==> src/rtl/tiny_core.sv <==
module tiny_core #(
  parameter int DW = 8,
  parameter int AW = 4
) (
  input  logic          clk,
  input  logic          rst,
  input  logic          load_en,
  input  logic [AW-1:0] load_addr,
  input  logic [DW-1:0] load_data,
  output logic [AW-1:0] pc,
  output logic [DW-1:0] reg0,
  output logic [DW-1:0] reg1,
  output logic          halted
);
  localparam int DEPTH = 1 << AW;
  localparam logic [2:0] OP_INC = 3'b000;
  localparam logic [2:0] OP_DEC = 3'b001;
  localparam logic [2:0] OP_BRZ = 3'b010;
  localparam logic [2:0] OP_STR = 3'b100;
  localparam logic [2:0] OP_LDR = 3'b101;
  localparam logic [DW-1:0] ONE = DW'(1);
  localparam logic [AW-1:0] PC_ONE = AW'(1);

  logic [DW-1:0] mem [DEPTH];
  logic [DW-1:0] ir;
  logic          exec_ph;

  wire [2:0]    opc  = ir[DW-1 -: 3];
  wire          sel  = ir[AW];
  wire [AW-1:0] addr = ir[AW-1:0];

  wire           illegal = (opc == 3'b011) || (opc[2:1] == 2'b11);
  wire           run_ex  = exec_ph && !halted;
  wire [DW-1:0]  src_reg = sel ? reg1 : reg0;
  wire [DW-1:0]  opa     = opc[2] ? mem[addr] : src_reg;
  wire           wr_reg  = (opc == OP_INC) || (opc == OP_DEC) || (opc == OP_LDR);
  wire           br_take = (opc == OP_BRZ) && (reg0 == '0);

  logic [DW-1:0] alu;
  always_comb begin
    case (opc)
      OP_INC:  alu = opa + ONE;
      OP_DEC:  alu = opa - ONE;
      default: alu = opa;
    endcase
  end

  wire [AW-1:0] pc_next = br_take ? addr : pc + PC_ONE;

  always_ff @(posedge clk) begin
    if (rst) begin
      if (load_en) mem[load_addr] <= load_data;
    end else if (run_ex && opc == OP_STR) begin
      mem[addr] <= src_reg;
    end
  end

  always_ff @(posedge clk) begin
    if (rst) begin
      pc      <= '0;
      reg0    <= '0;
      reg1    <= '0;
      halted  <= 1'b0;
      exec_ph <= 1'b0;
      ir      <= '0;
    end else if (!halted) begin
      if (!exec_ph) begin
        ir      <= mem[pc];
        exec_ph <= 1'b1;
      end else begin
        exec_ph <= 1'b0;
        if (illegal) begin
          halted <= 1'b1;
        end else begin
          pc <= pc_next;
          if (wr_reg) begin
            if (sel) reg1 <= alu;
            else     reg0 <= alu;
          end
        end
      end
    end
  end


  inc_wrap_chk: assert property (@(posedge clk) disable iff (rst)
    run_ex && opc == OP_INC && !sel |=> reg0 == $past(reg0) + ONE);


  dec_wrap_chk: assert property (@(posedge clk) disable iff (rst)
    run_ex && opc == OP_DEC && sel |=> reg1 == $past(reg1) - ONE);


  branch_taken_chk: assert property (@(posedge clk) disable iff (rst)
    run_ex && opc == OP_BRZ && reg0 == '0 |=> pc == $past(addr));


  branch_not_taken_chk: assert property (@(posedge clk) disable iff (rst)
    run_ex && opc == OP_BRZ && reg0 != '0 |=> pc == $past(pc) + PC_ONE && $stable(reg0) && $stable(reg1));


  fetch_quiet_chk: assert property (@(posedge clk) disable iff (rst)
    !exec_ph |=> $stable(pc) && $stable(reg0) && $stable(reg1));


  seq_pc_chk: assert property (@(posedge clk) disable iff (rst)
    run_ex && !illegal && opc != OP_BRZ |=> pc == $past(pc) + PC_ONE);


  halt_freeze_chk: assert property (@(posedge clk) disable iff (rst)
    halted |=> halted && $stable(pc) && $stable(reg0) && $stable(reg1));
endmodule

==> config.mk <==
export PLATFORM = sky130hd
export DESIGN_NAME = tiny_core
export DESIGN_NICKNAME = d
export VERILOG_FILES = /design/src/rtl/tiny_core.sv
export SDC_FILE = /design/constraint.sdc
export NUM_CORES = 1
export LEC_CHECK = 0
export ABC_AREA = 1
export BUFFER_PORTS_ARGS = -buffer_cell sky130_fd_sc_hd__buf_4
export CORE_MARGIN = 1.5
export CORE_UTILIZATION = 55
export DETAILED_ROUTE_END_ITERATION = 8
export MAX_ROUTING_LAYER = met4
export PLACE_DENSITY = 0.72
export REMOVE_ABC_BUFFERS = 1
export SKIP_CTS_REPAIR_TIMING = 1
export SYNTH_ARGS = -nofsm -noshare
export SYNTH_HDL_FRONTEND = slang
export SYNTH_SLANG_ARGS = --single-unit
==> constraint.sdc <==
create_clock -name clk -period 6.9 [get_ports clk]
set_input_delay 1.725 -clock clk [delete_from_list [all_inputs] [get_ports clk]]
set_output_delay 1.725 -clock clk [all_outputs]
set_load 0.05 [all_outputs]
; ---- Word-level counts from Yosys, hierarchy flattened
; Memories as Yosys holds them, arrays and structs flattened. A register that Yosys moved wholly into a read port is not among the register bits.
; Index checks and enable logic that the tools add are counted.
[classes]
addsub = 3
eq_ne = 6
n_mux = 17
n_bitwise = 4
reduce_logical = 14
[ops]
columns = op, count
row1 = 2-to-1 mux 8 bit, 3
row2 = one-hot mux 8 bit (2 select lines), 1
row3 = 2-to-1 mux 1 bit, 11
row4 = AND reduction 5 bit, 2
row5 = adder 8 x 1 -> 8 bit (second input constant), 1
row6 = zero test 8 bit, 1
row7 = 2-to-1 mux 4 bit, 2
row8 = OR reduction 8 bit, 1
row9 = subtractor 8 x 1 -> 8 bit (second input constant), 1
row10 = == test 3 x 2 -> 1 bit (second input constant), 2
row11 = == test 3 bit (second input constant), 2
row12 = adder 4 x 1 -> 4 bit (second input constant), 1
row13 = inverter 1 bit, 4
row14 = == test 3 x 1 -> 1 bit (second input constant), 1
row15 = logical AND 1 bit, 3
row16 = zero test 3 bit, 1
row17 = logical OR 1 bit, 3
row18 = AND reduction 3 bit, 1
row19 = == test 2 bit (second input constant), 1
row20 = AND reduction 2 bit, 1
row21 = zero test 1 bit, 1
[word_totals]
register_bits = 22
ramBits = 128
inputBits = 15
output_inout_bits = 21
elab_cells = 50
mem_count = 1
[mem_list]
columns = memory, depth, word_bits, read_ports, rd_ports_with_merged_regs, write_ports, line
row1 = mem, 16, 8, 2, 1, 1, 24  ; logic [DW-1:0] mem [DEPTH];

; ---- Longest topological paths before layout
[depth]
depth_word = 8
ltp_mapped = 23
depth_no_buf = 21

; ---- Least setup slack after synthesis
; OpenSTA, ideal clock, no wires.
[synth_timing]
path_kind = input to register
from = input port rst
to = memory mem[0][0] (data pin)
setup_ns = 0.330
arrival_time_ns = 2.988
t_required_ns = 6.570
setup_slack_ns = 3.581
stages = 5
n_path_buf = 1
path_cell_list = nor3_2 and2_4 inv_1 clkbuf_1 o21ai_0
[synth_via]
elab_chain_len = 4
[synth_rtl]
columns = element, line
row1 = "start, declared", 6  ; input logic rst,
row2 = 2-to-1 mux 1 bit, 51  ; if (rst) begin
row3 = 2-to-1 mux 1 bit (implied by the code), 54  ; mem[addr] <= src_reg;
row4 = OR reduction 8 bit (no line), n/a
row5 = 2-to-1 mux 8 bit (no line), n/a
row6 = "end, declared", 24
; No other way between the ends.

; ---- Final worst setup path
[layout_timing]
from = register ir[2] (read register of mem)
to = register reg1[6]
[layout_via]
elab_chain_len = 4
elab_cells_between_ends = 5
cone_classes = add/sub (2) / mux (2) / memory (1)
[layout_rtl]
columns = element, line
row1 = "start, declared", 25  ; logic [DW-1:0] ir;
row2 = memory read (16 x 8 bit) (*), n/a
row3 = 2-to-1 mux 8 bit (*), 35  ; wire [DW-1:0] opa = opc[2] ? mem[addr] : src_reg;
row4 = subtractor 8 x 1 -> 8 bit / adder 8 x 1 -> 8 bit (equally long branches), "43, 42"
row5 = one-hot mux 8 bit (2 select lines) (*), 41  ; case (opc)
row6 = "end signal, assigned", 77  ; if (sel) reg1 <= alu;
row7 = "end, declared", 12  ; output logic [DW-1:0] reg1,
; Every way passes the cells marked *; elsewhere a longest branch is shown, timed or not.
; A chain may end at the register's enable or synchronous reset.

==> flow_summary_export.csv <==
group,metric,value,unit
global_route,grt.total_usage,33.0,%
sta,hold_viol_final,0,
finish,fillers,1232,
placement,place_ws,2.78,ns
sta,hold_slack,0.510,ns
finish,fin_nets,937,
route,wl,25000,µm
sta,fin_skew,0.00934,ns
sta,relSlewSlack,17.0,%
sta,tightest_slew,1.24,ns
cts,clock_latency,0.44,ns
logic_synthesis,synth_area,0.00829,mm²
sta,rsz0062_at_grt,"no",
cts,clk_pin_slew,0.06,ns
run,cap_violations,0,
logic_synthesis,seq_area_frac_synth,53.6,%
setup_path,critPathMostFrequentCell,"nand2_1",
power,max-vdd-ir-drop,0.153,mV
finish,multi_input_area,0.00323,mm²
logic_synthesis,syn_inst,912,
worst_hold_path,hold_depth,2,
logic_synthesis,synthFlopType,"edfxtp_1",
sta,setup-violations-final,0,
setup_path,slowest_delay,0.87,ns
placement,place_hpwl,16100,µm
route,drtPass1Iterations,7,
worst_hold_path,hold_path.class,"flip-flop to flip-flop",
finish,area_growth,8.99,%
setup_path,cp_cell_sequence,"clkinv_1 -> o221ai_1 -> nand3_1 -> a31oi_2 -> ha_1 -> nand2_1 -> nor2_1 -> a211oi_1 -> or2_2 -> nand2_1 -> a21oi_1 -> xor2_1 -> nand2_1 -> nand2_1 -> o21bai_1 -> inv_1",
cts,cts.sink_count,158,
die,die-area,0.0158,mm²
sta,slew_violations,0,
cts,htreeDepth,4,
logic_synthesis,synth_area_leaders,"edfxtp_1 (46%), o21ai_0 (8.0%), dfxtp_1 (7.2%)",
power,switching_power,928,µW
logic_synthesis,synth_area_leader_cell,"edfxtp_1",
finish,layoutNonFillerInstCount,1111,
setup_path,path_depth,16,
cts,cts-buffers-inserted,17,
route,wl_per_cell,22.5,µm
die,pin_count,36,
finish,antenna_cells,0,
setup_path,start_kind,"flip-flop",
placement,gp_congestion,0.976,
setup_path,crit_family,"compound AO/OA/AOI/OAI gates",
logic_synthesis,synth.avg_cell_area,9.09,µm²
power,intPower,1800,µW
die,die_h,126,µm
outcome,status,"finished clean",
cts,clockBufferDepth,2,
logic_synthesis,ys_types,46,
placement,dp_cells,1079,
setup_path,worstPathMaxFanout,19,
setup_path,crit_path_end_kind,"flip-flop",
sta,tns,0,ns
logic_synthesis,ys_ff_latch,158,
route,drtIter0Drc,1126,
global_route,grt_overflow,0,
die,initial_core_util,56.6,%
die,coreArea,0.0146,mm²
global_route,antenna_found_initial,1,
logic_synthesis,synthTopCellsByCount,"nor2_1 (151), o21ai_0 (133), edfxtp_1 (128), nand2_1 (122), nand3_1 (66)",
logic_synthesis,ys.warnings.count,0,
sta,worst_slack,2.87,ns
setup_path,critical_path_buf_inv_count,2,
global_route,grt_pass1_vias,6406,
setup_path,setup.worst_path.class,"flip-flop to flip-flop",
logic_synthesis,synth_edf_count,128,
finish,regArea,0.00445,mm²
setup_path,cp_slowest_cell,"dfxtp_1",
global_route,grt_max_degree,72,
power,swShare,34.1,%
logic_synthesis,synth_top_area_share,46.3,%
route,drc,0,
cts,clock-root-buffer,"clkbuf_16",
setup_path,critPathArrivalTime,4.36,ns
power,p_leak,0.00340,µW
global_route,grt_pass1_wl,37800,µm
power,finalPower,2720,µW
setup_path,ff2ff_path_depth,16,
sta,max_freq,248,MHz
power,comb_power_share,25.7,%
die,fp-row-count,44,
cts,cts_tree,"done",
sta,period_minus_slack,4.03,ns
finish,drive_gt1_share,11.2,%
route,final_antenna_net_count,0,
power,power_density,301,mW/mm²
route,viasPerCell,6.51,
placement,io_buffers,35,
route,num_vias,7232,
logic_synthesis,synth.most_common_cell,"nor2_1",
sta,finalCritPeriodShare,58.5,%
logic_synthesis,ys_async_sr_fraction,0,%
setup_path,cp.required,7.23,ns
die,die_x,126,µm
power,p_clk_share,33.3,%
power,seqPwrFrac,41.0,%
[placed cells by master, fill, tap and decap left out, types with 11 or more instances in the layout]
cell and n:
a21oi_1 25, buf_4 43, clkbuf_16 17, dfxtp_1 28, edfxtp_1 128, inv_1 55
nand2_1 122, nand3_1 66, nor2_1 151, o211ai_1 13, o21ai_0 131, o21ai_1 11
o221ai_1 36, o22ai_1 16
[through the flow]
stage               instance area [µm²]  util (%)
global placement                   8480      57.9
floorplan                          7930         -
CTS                                9040      61.7
finish                             9040      61.7
detailed placement                 8480      57.9
global route                       9040      61.7
[power groups by stage]
stage	registers (µW)	clock network (µW)	logic, µW
final	1120	908	699
after global routing	1120	947	749
after CTS	1110	904	676
after detailed placement	1130	0	673
after global placement	1140	0	672
after floorplan	1190	0	380
[state kept, by name, indices dropped and copies added, names as in the netlist]
register	flops
exec_ph	1
halted	1
reg0	8
mem	128
reg1	8
ir	8
pc	4
[cell families after synthesis]
group                      Yosys count  share of synthesized area (%)
DFF                                158                           53.6
and+or+nand+nor                    361                           18.4
AOI/OAI and AO/OA                  255                           18.7
buffers and inverters              125                           7.51
xor gates and xnor gates             5                          0.528
adders and majority gates            8                           1.30
[worst paths after layout]
kind / from / to / slack [ns]
setup / recovery: ir[2] / reg1[6] / 2.87
hold / removal: ir[5] / ir[5] / 0.51
setup reg to reg: ir[2] / reg1[6] / 2.87
hold reg to reg: ir[5] / ir[5] / 0.51
[tightest hold or removal path, cell delays in order (launching register included)]
cell      delay (ns)
dfxtp_1         0.33
o211ai_1        0.10
inv_1           0.05
[cell type report]
cell class,instances,share of cell area (%)
multi-input cells,629,35.7
inverters,65,2.84
clock buffers,22,4.91
flip-flops and latches,158,49.2
repair buffers,43,3.57
well taps,184,2.55
clock inverters,10,1.25
[layer usage]
layer / track usage [%] / share of wire [%]
met1: 45.4 / 40
met2: 48.1 / 45
met3: 4.55 / 10
met4: 17.1 / 4.4
met5: - / 0
Note: power is estimated with default switching activity, not from simulation.
